===== config.mk =====
export PLATFORM = sky130hd
export DESIGN_NAME = dlr_frame_rx
export DESIGN_NICKNAME = d
export VERILOG_FILES = /design/src/rtl/dlr_pkg.sv /design/src/rtl/dlr_frame_track.sv /design/src/rtl/dlr_slot_shift.sv /design/src/rtl/dlr_route.sv /design/src/rtl/dlr_frame_rx.sv
export SDC_FILE = /design/constraint.sdc
export NUM_CORES = 1
export LEC_CHECK = 0
export BUFFER_PORTS_ARGS = -buffer_cell sky130_fd_sc_hd__buf_2
export CAP_MARGIN = 20
export CORE_AREA = 2 2 105 107
export CTS_CLUSTER_DIAMETER = 40
export DETAILED_ROUTE_END_ITERATION = 10
export DIE_AREA = 0 0 107 109
export PLACE_DENSITY = 0.7
export SYNTH_ARGS = -nofsm -noshare
export SYNTH_HDL_FRONTEND = slang
export SYNTH_SLANG_ARGS = --single-unit

===== constraint.sdc =====
create_clock -name clk -period 2.2 [get_ports clk]
set_input_delay 0.22 -clock clk [delete_from_list [all_inputs] [get_ports clk]]
set_output_delay 0.22 -clock clk [all_outputs]
set_load 0.05 [all_outputs]

===== src/rtl/dlr_pkg.sv =====
`timescale 1ns/1ps
package dlr_pkg;
    localparam int TAG_W      = 16;
    localparam int SLOT_W     = 20;
    localparam int N_SLOTS    = 12;
    localparam int FRAME_BITS = TAG_W + SLOT_W * N_SLOTS;
    localparam int SLOT_IDX_W = $clog2(N_SLOTS + 1);
    localparam int POS_W      = $clog2(SLOT_W);
    localparam int ID_W       = 2;
    localparam int N_CH       = 4;

    typedef logic [SLOT_W-1:0]     word_t;
    typedef logic [SLOT_IDX_W-1:0] sidx_t;
    typedef logic [POS_W-1:0]      pos_t;
    typedef logic [ID_W-1:0]       cid_t;

    typedef enum logic [1:0] {
        CH_CADDR = 2'd0,
        CH_CDATA = 2'd1,
        CH_LEFT  = 2'd2,
        CH_RIGHT = 2'd3
    } ch_e;

    // where the receiver stands inside the current frame
    typedef struct packed {
        logic  active;
        sidx_t slot;
        pos_t  pos;
    } fpos_t;

    // a completed data slot
    typedef struct packed {
        logic  fire;
        sidx_t slot;
        word_t word;
    } sevt_t;

    // decoded tag; flags[k-1] enables slot k
    typedef struct packed {
        logic               valid;
        logic [N_SLOTS-1:0] flags;
        cid_t               id;
    } tag_t;

    function automatic pos_t last_pos(sidx_t s);
        return (s == '0) ? pos_t'(TAG_W - 1) : pos_t'(SLOT_W - 1);
    endfunction

    function automatic tag_t decode_tag(logic [TAG_W-1:0] w);
        tag_t t;
        t.valid = w[TAG_W-1];
        for (int k = 1; k <= N_SLOTS; k++) begin
            t.flags[k-1] = w[TAG_W-1-k];
        end
        t.id = w[ID_W-1:0];
        return t;
    endfunction

    // slot feeding an output channel for a given strapped address
    function automatic sidx_t ch_slot(ch_e ch, cid_t id);
        sidx_t s;
        case (ch)
            CH_CADDR: s = sidx_t'(1);
            CH_CDATA: s = sidx_t'(2);
            CH_LEFT: begin
                case (id)
                    2'b10:   s = sidx_t'(7);
                    2'b11:   s = sidx_t'(6);
                    default: s = sidx_t'(3);
                endcase
            end
            default: begin
                case (id)
                    2'b10:   s = sidx_t'(8);
                    2'b11:   s = sidx_t'(9);
                    default: s = sidx_t'(4);
                endcase
            end
        endcase
        return s;
    endfunction

    function automatic logic ch_needs_id(ch_e ch);
        return (ch == CH_CADDR) || (ch == CH_CDATA);
    endfunction
endpackage


===== src/rtl/dlr_frame_track.sv =====
`timescale 1ns/1ps
module dlr_frame_track
    import dlr_pkg::*;
(
    input  logic  clk,
    input  logic  rst,
    input  logic  sync_i,
    output fpos_t pos_o,
    output logic  start_o,
    output logic  take_o,
    output logic  last_o
);
    logic  sync_q;
    fpos_t st;

    assign start_o = sync_i && !sync_q;
    assign take_o  = st.active && !start_o;
    assign last_o  = take_o && (st.pos == last_pos(st.slot));
    assign pos_o   = st;

    always_ff @(posedge clk) begin
        if (rst) begin
            sync_q <= 1'b0;
            st     <= '0;
        end else begin
            sync_q <= sync_i;
            if (start_o) begin
                st.active <= 1'b1;
                st.slot   <= '0;
                st.pos    <= '0;
            end else if (st.active) begin
                if (st.pos == last_pos(st.slot)) begin
                    st.pos <= '0;
                    if (st.slot == sidx_t'(N_SLOTS)) begin
                        st.active <= 1'b0;
                        st.slot   <= '0;
                    end else begin
                        st.slot <= st.slot + sidx_t'(1);
                    end
                end else begin
                    st.pos <= st.pos + pos_t'(1);
                end
            end
        end
    end

    // a sync edge places the receiver at tag bit 15 for the next clock
    a_r2_frame_start: assert property (@(posedge clk) disable iff (rst)
        start_o |=> (st.active && st.slot == '0 && st.pos == '0));

    // counting position always stays inside the frame layout
    a_r9_pos_bounds: assert property (@(posedge clk) disable iff (rst)
        st.active |-> (st.slot <= sidx_t'(N_SLOTS) && st.pos <= last_pos(st.slot)));

    // after the last bit of slot 12 the receiver goes idle
    a_r10_idle_after_last: assert property (@(posedge clk) disable iff (rst)
        (last_o && st.slot == sidx_t'(N_SLOTS)) |=> (!st.active || $past(start_o)));
endmodule


===== src/rtl/dlr_slot_shift.sv =====
`timescale 1ns/1ps
module dlr_slot_shift
    import dlr_pkg::*;
(
    input  logic  clk,
    input  logic  rst,
    input  logic  sdata_i,
    input  fpos_t pos_i,
    input  logic  start_i,
    input  logic  take_i,
    input  logic  last_i,
    output sevt_t evt_o,
    output tag_t  tag_o
);
    word_t shreg;
    word_t word_now;
    tag_t  tag_q;

    assign word_now   = {shreg[SLOT_W-2:0], sdata_i};
    assign evt_o.fire = last_i && (pos_i.slot != '0);
    assign evt_o.slot = pos_i.slot;
    assign evt_o.word = word_now;
    assign tag_o      = tag_q;

    always_ff @(posedge clk) begin
        if (rst) begin
            shreg <= '0;
            tag_q <= '0;
        end else begin
            if (take_i) begin
                shreg <= word_now;
            end
            if (start_i) begin
                tag_q <= '0;
            end else if (last_i && pos_i.slot == '0) begin
                tag_q <= decode_tag(word_now[TAG_W-1:0]);
            end
        end
    end

    // a new frame never inherits the previous frame's valid bit
    a_r4_tag_cleared: assert property (@(posedge clk) disable iff (rst)
        start_i |=> !tag_q.valid);

    // a data slot can only complete while a frame is being received
    a_r3_evt_in_frame: assert property (@(posedge clk) disable iff (rst)
        evt_o.fire |-> (pos_i.active && !start_i));
endmodule


===== src/rtl/dlr_route.sv =====
`timescale 1ns/1ps
module dlr_route
    import dlr_pkg::*;
(
    input  logic                   clk,
    input  logic                   rst,
    input  sevt_t                  evt_i,
    input  tag_t                   tag_i,
    input  cid_t                   local_id_i,
    output word_t [N_CH-1:0]       word_o,
    output logic  [N_CH-1:0]       vld_o
);
    for (genvar c = 0; c < N_CH; c++) begin : g_ch
        localparam ch_e CH = ch_e'(c);
        sidx_t want;
        logic  id_ok;
        logic  hit;

        assign want  = ch_slot(CH, local_id_i);
        assign id_ok = !ch_needs_id(CH) || (tag_i.id == local_id_i);
        assign hit   = evt_i.fire && (evt_i.slot == want) && tag_i.valid
                       && tag_i.flags[want - sidx_t'(1)] && id_ok;

        always_ff @(posedge clk) begin
            if (rst) begin
                vld_o[c]  <= 1'b0;
                word_o[c] <= '0;
            end else begin
                vld_o[c] <= hit;
                if (hit) begin
                    word_o[c] <= evt_i.word;
                end
            end
        end

        // strobes are single-clock pulses
        a_r3_single_pulse: assert property (@(posedge clk) disable iff (rst)
            vld_o[c] |=> !vld_o[c]);

        // a word only changes together with its strobe
        a_r5_hold_word: assert property (@(posedge clk) disable iff (rst)
            !vld_o[c] |-> $stable(word_o[c]));

        // no delivery from a frame whose valid bit is clear
        a_r4_needs_valid: assert property (@(posedge clk) disable iff (rst)
            vld_o[c] |-> $past(tag_i.valid));
    end

    // slots end at distinct clocks, so at most one strobe per clock
    a_r3_one_strobe: assert property (@(posedge clk) disable iff (rst)
        $onehot0(vld_o));
endmodule


===== src/rtl/dlr_frame_rx.sv =====
`timescale 1ns/1ps
module dlr_frame_rx
    import dlr_pkg::*;
(
    input  logic        clk,
    input  logic        rst,
    input  logic        sync_i,
    input  logic        sdata_i,
    input  logic [1:0]  local_id_i,
    output logic [19:0] cmd_addr_o,
    output logic        cmd_addr_vld_o,
    output logic [19:0] cmd_data_o,
    output logic        cmd_data_vld_o,
    output logic [19:0] pcm_left_o,
    output logic        pcm_left_vld_o,
    output logic [19:0] pcm_right_o,
    output logic        pcm_right_vld_o
);
    fpos_t            fpos;
    logic             start;
    logic             take;
    logic             last;
    sevt_t            evt;
    tag_t             tag;
    word_t [N_CH-1:0] words;
    logic  [N_CH-1:0] vlds;

    dlr_frame_track u_track (
        .clk     (clk),
        .rst     (rst),
        .sync_i  (sync_i),
        .pos_o   (fpos),
        .start_o (start),
        .take_o  (take),
        .last_o  (last)
    );

    dlr_slot_shift u_shift (
        .clk     (clk),
        .rst     (rst),
        .sdata_i (sdata_i),
        .pos_i   (fpos),
        .start_i (start),
        .take_i  (take),
        .last_i  (last),
        .evt_o   (evt),
        .tag_o   (tag)
    );

    dlr_route u_route (
        .clk        (clk),
        .rst        (rst),
        .evt_i      (evt),
        .tag_i      (tag),
        .local_id_i (local_id_i),
        .word_o     (words),
        .vld_o      (vlds)
    );

    assign cmd_addr_o      = words[CH_CADDR];
    assign cmd_addr_vld_o  = vlds[CH_CADDR];
    assign cmd_data_o      = words[CH_CDATA];
    assign cmd_data_vld_o  = vlds[CH_CDATA];
    assign pcm_left_o      = words[CH_LEFT];
    assign pcm_left_vld_o  = vlds[CH_LEFT];
    assign pcm_right_o     = words[CH_RIGHT];
    assign pcm_right_vld_o = vlds[CH_RIGHT];

    // nothing is strobed in the clock after reset
    a_r1_quiet_after_reset: assert property (@(posedge clk)
        $past(rst) |-> (vlds == '0));
endmodule


==> results of run 1 <==
[cells by family after synthesis]
kind of cell,count (synthesis)
compound gates,37
xor+xnor,4
fa+ha+maj,5
buf+inv,35
flops,125
mux,96
simple gates,203
[routing by layer]
metal,part of all wire,up-vias,track usage
li1,-,1888,-
met1,0.46,1777,0.257
met2,0.47,100,0.316
met3,0.052,13,0.0520
met4,0.013,0,0.0900
met5,0,-,0
[cell type report]
class | instances | area [um2] | share of cell area
inverters | 4 | 15.0 | 0.00233
repair buffers | 107 | 636 | 0.0988
clock inverters | 10 | 160 | 0.0249
clock buffers | 22 | 473 | 0.0735
flip-flops and latches | 125 | 2500 | 0.389
well taps | 140 | 175 | 0.0272
multi-input cells | 345 | 2470 | 0.384
[stage by stage]
step | setup WS (ns) | hold WS [ns] | power (uW) | cells
finish | 0.151 | 0.249 | 5340 | 753
global route | 0.0250 | 0.283 | 5490 | 753
CTS | 0.0923 | 0.218 | 5380 | 752
detailed placement | 0.112 | 0.459 | 2440 | 718
global placement | 0.196 | 0.448 | 2440 | 718
floorplan | 0.214 | 0.348 | 2410 | 505
[timing repair]
item	CTS	global route
resized for setup	0	1
buffers inserted	0	1
endpoints found under the hold margin	2	0
setup endpoints to repair	0	21
hold buffers	2	0
[critical path, stage by stage (launching register included)]
cell	delay (ns)
dfxtp_1	0.35
inv_1	0.09
ha_1	0.16
nor3b_4	0.24
buf_4	0.18
mux2_4	0.34
or4_1	0.47
a21oi_1	0.13
[registers in the layout, summed over array words and instances (netlist names)]
name            flops
u_track.pos_o      10
u_route.vld_o       4
u_shift.shreg      19
u_route.word_o     80
u_shift.tag_o      11
u_track.sync_q      1
[path summary, 6_finish.rpt]
path	end	slack, ns	depth (start not counted)
worst max-delay path	u_track.pos_o[5]$_SDFFE_PP0P_	0.15	7
worst min-delay path	u_route.vld_o[2]$_SDFF_PP0_	0.25	3
worst max register to register	u_track.pos_o[5]$_SDFFE_PP0P_	0.15	7
worst min register to register	u_route.word_o[1]$_SDFFE_PP0P_	0.47	2
[report_power, final]
part | switching (uW) | leakage (uW) | internal (uW)
combinational | 68.3 | 0.00166 | 54.2
sequential | 6.02 | 0.00101 | 2270
clock | 984 | 0.000311 | 1960
[cell usage after synthesis (all sizes together) (3+ instances only)]
master,number,area share
mux2i,95,0.18
buf,12,0.020
nand2b,106,0.13
xor2,3,0.0051
nand4,5,0.0097
dfxtp,125,0.48
and3,4,0.0048
a21oi,23,0.022
nor2b,3,0.0036
nand2,45,0.033
clkbuf,19,0.014
nand3,3,0.0029
nor2,15,0.011
ha,5,0.012
o21ai,7,0.0068
nor3,5,0.0048
inv,4,0.0029
==> results.toml, run 1 <==
[status]
status = "finished, final reports clean"

[logic_synthesis]
yosys.area_share.simple = 0.233
synth_mux_area_frac = 0.186
synth-xor-area-share = 0.00679
synth_compound_area_frac = 0.0397
ys_dominant_reg_cell = "dfxtp_1"
synth_area_um2 = 5160
synth_edf_count = 0
ys_types = 42
syn_inst = 505
ys_seq_elements = 125
avgSynthCellArea_um2 = 10.2
synthAdderAreaFrac = 0.0121
synth_top_family_by_area = "simple AND/OR/NAND/NOR gates"
ys_seq_area_frac = 0.485
ys_warn_count = 0
synthesis.nets = 516
async_flop_share = 0

[global_route]
grt_use_total = 0.199
grt_pass1_vias = 3673
grt-ovfl-total = 0
grt_pass1_wl_um = 18000
antenna_found_initial = 0
grt_max_degree = 53

[timing]
hold_viol_final = 0
tightestPinTransition_ns = 0.704
clock.fmax_mhz = 488
setup_tns_ns = 0
layout_min_cycle_time_ns = 2.05
relSlewSlack = 0.530
fin_crit_sh = 0.931
clock_skew_ns = 0.00886
finalSetupViolations = 0
rsz0062_at_grt = "false"
finalMaxSlewViolations = 0

[hold_path]
hp-start = "local_id_i[1]"
worstHoldPathType = "primary input to register"

[cells_and_area]
fin_nets = 611
syn2layout_area_growth_pct = 24.6
drive_gt1_frac = 0.237
diodes = 0
layout_commonest_cell = "dfxtp_1"
nFillCells = 890
final_cell_mix = "dfxtp_1, nand2b_1, mux2i_1, buf_2, nand2_1"
final_util = 0.607
stdcell_area_um2 = 6430

[route]
vias = 3778
via_per_inst = 5.02
wl_per_cell_um = 14.8
drtIter0Drc = 150
wirelength_um = 11200
drtPass1Iterations = 5
route.detailed.drc = 0
ant_nets = 0

[floorplan]
start_util = 0.487
dieArea_um2 = 11700
core_area_um2 = 10600
dieWidth_um = 107
fp-row-count = 38
die_h_um = 109
pin_count = 90

[setup_path]
crit_start = "u_track.pos_o[6]$_SDFFE_PP0P_"
worst-path-max-fanout = 8
path_class = "register to register"
reg2reg_from = "u_track.pos_o[6]$_SDFFE_PP0P_"
crit_required_ns = 2.64
end_kind = "register"
worst_ep_arrival_time_ns = 2.48
crit_path_start_kind = "register"

[place]
placed_area_um2 = 5770
place_hpwl_um = 7570
portBuffers = 89
gp_congestion = 0.850

[clock_tree]
worstSkewPairLatency_ns = 0.52
cts_tree = "yes"
cts_buffers = 17
cts_root_buf = "clkbuf_8"
cts_buffer_depth = 2
clock_sinks = 125
h-tree-depth = 4
clk_pin_slew_ns = 0.06

[power_and_ir_drop]
p_per_area_nw_per_um2 = 830
peakVddDrop_mv = 0.376
leakage_uw = 0.00298

[run]
cap_violations = 0
(Power assumes the default switching activity.)
==> inputs of run 2 (changes only) <==
Settings changed: PLACE_DENSITY 0.7 to 0.73.
Clock period 2.2 ns to 1.7 ns, I/O delays scaled along.
==> run 2 against run 1 <==
  * The flow now finishes with violations (negative setup slack)
  * Combinational power rose by 41%
  * Sequential share of layout area is 2.0 points lower
  * Critical path depth grew 1
  * Design area rose by 5.7%
  * Via count is 3.8% higher
  * Final cell count up 3.2%
  * Maximum frequency up 13%
  * Clock power grew 28%
  * Routed wire length grew 5.7%
  * Critical endpoint is now u_route.word_o[55]$_SDFFE_PP0P_
==> results.toml, run 2 (synthesis gave the netlist of run 1 again) <==
[timing]
finalMaxSlewViolations = 0
setup_ws_ns = -0.114
layout_min_cycle_time_ns = 1.81
clock_skew_ns = 0.00693
clock.fmax_mhz = 551
rsz0062_at_grt = "true"
tightestPinTransition_ns = 0.366
holdWs_ns = 0.234
finalSetupViolations = 81
fin_crit_sh = 1.07
hold_viol_final = 0
relSlewSlack = 0.753

[setup_path]
path_class = "register to register"
crit_required_ns = 2.14
worst-path-max-fanout = 6
crit_start = "u_track.pos_o[6]$_SDFFE_PP0P_"
worst_ep_arrival_time_ns = 2.26
reg2reg_from = "u_track.pos_o[6]$_SDFFE_PP0P_"
reg2reg_to = "u_route.word_o[55]$_SDFFE_PP0P_"
r2r_cells = 8
crit_family = "simple AND/OR/NAND/NOR gates"
slowest_stage = "dfxtp_2"
crit_path_start_kind = "register"
end_kind = "register"
timing.critical_path.buf_inv = 3
slowest_delay_ns = 0.35
path_cells = "inv_4 > ha_4 > nor3b_4 > nor4_4 > buf_4 > and4_4 > buf_12 > mux2i_1"
rrSetupSlack_ns = -0.11

[cells_and_area]
seqCellArea_um2 = 2510
final_util = 0.641
multi_input_area_um2 = 2590
largest_register_ff_count = 80
stdcell_area_um2 = 6800
drive_gt1_frac = 0.301
nFillCells = 811
fin_nets = 635
regMostFlops = "u_route.word_o"
final_cell_mix = "dfxtp_1, nand2b_1, mux2i_1, buf_2, nand2_1"
diodes = 0
syn2layout_area_growth_pct = 31.7
layout_commonest_cell = "dfxtp_1"

[floorplan]
dieWidth_um = 107
die_h_um = 109
start_util = 0.487
dieArea_um2 = 11700
core_area_um2 = 10600
fp-row-count = 38
pin_count = 90

[place]
place_hpwl_um = 7960
place_ws_ns = -0.148
gp_congestion = 0.815
placed_area_um2 = 5950
portBuffers = 89

[route]
wirelength_um = 11800
via_per_inst = 5.05
route.detailed.drc = 0
drtPass1Iterations = 4
drtIter0Drc = 184
vias = 3921
ant_nets = 0
wl_per_cell_um = 15.2

[status]
status = "complete, but fails checks"
violations = "negative setup slack"

[clock_tree]
cts_buffers = 17
cts_root_buf = "clkbuf_8"
clk_pin_slew_ns = 0.06
cts_tree = "yes"
worstSkewPairLatency_ns = 0.52
h-tree-depth = 4
cts_buffer_depth = 2
clock_sinks = 125

[power_and_ir_drop]
leakage_uw = 0.00314
p_per_area_nw_per_um2 = 1010
peakVddDrop_mv = 0.551

[hold_path]
hold_end = "u_route.vld_o[3]$_SDFF_PP0_"
hp-start = "local_id_i[1]"
worstHoldPathType = "primary input to register"
worstHoldPathCells = 4

[global_route]
grt_use_total = 0.206
antenna_found_initial = 0
grt_pass1_vias = 3823
grt_pass1_wl_um = 18700
grt-ovfl-total = 0
grt_max_degree = 64

[run]
cap_violations = 0
run 2: worst min-delay path, cell delays in order:
cell and delay (ns):
buf_2 0.15, nand2_1 0.09, o32ai_2 0.09, and4b_1 0.20
run 2: how the worst max path moves through the flow:
stage / depth (start not counted) / slack (ns) / endpoint
floorplan: 5 / -0.13 / u_route.word_o[60]$_SDFFE_PP0P_
global placement: 6 / -0.09 / u_route.word_o[65]$_SDFFE_PP0P_
detailed placement: 6 / -0.15 / u_route.word_o[64]$_SDFFE_PP0P_
CTS: 8 / -0.11 / u_route.word_o[55]$_SDFFE_PP0P_
global route: 9 / -0.20 / u_route.word_o[22]$_SDFFE_PP0P_
finish: 8 / -0.11 / u_route.word_o[55]$_SDFFE_PP0P_
run 2: metrics by stage:
step	power, uW	setup TNS [ns]	cells
after floorplan	3120	-6.30	505
after global placement	3160	-3.76	734
after detailed placement	3170	-6.99	734
after CTS	6920	-3.91	776
after global routing	7060	-12.45	777
final	6870	-4.26	777
run 2: layout make-up:
class / count / share of cell area
inverters: 4 / 0.00294
multi-input cells: 345 / 0.380
flip-flops and latches: 125 / 0.369
repair buffers: 131 / 0.130
well taps: 140 / 0.0258
clock inverters: 13 / 0.0276
clock buffers: 19 / 0.0635
run 2: layer usage:
layer  GRT usage  up-vias  part of all wire
met2       0.333       91              0.48
met1       0.265     1857              0.46
li1            -     1956                 -
met5           0        -                 0
met3      0.0598       17             0.051
met4      0.0696        0             0.011
run 2: timing repair:
action / in CTS / in global routing
pin swaps: 3 / 6
hold buffers: 3 / 0
cloned: 1 / 0
setup endpoints to repair: 97 / 101
resized for setup: 9 / 20
hold endpoints to repair: 5 / 0
setup buffers: 6 / 2
run 2: where the power goes:
group	total, uW	switching (uW)	leakage (uW)	internal (uW)
logic	174	95.5	0.00184	78.5
clock network	3760	1330	0.000291	2430
registers	2940	4.60	0.00101	2930
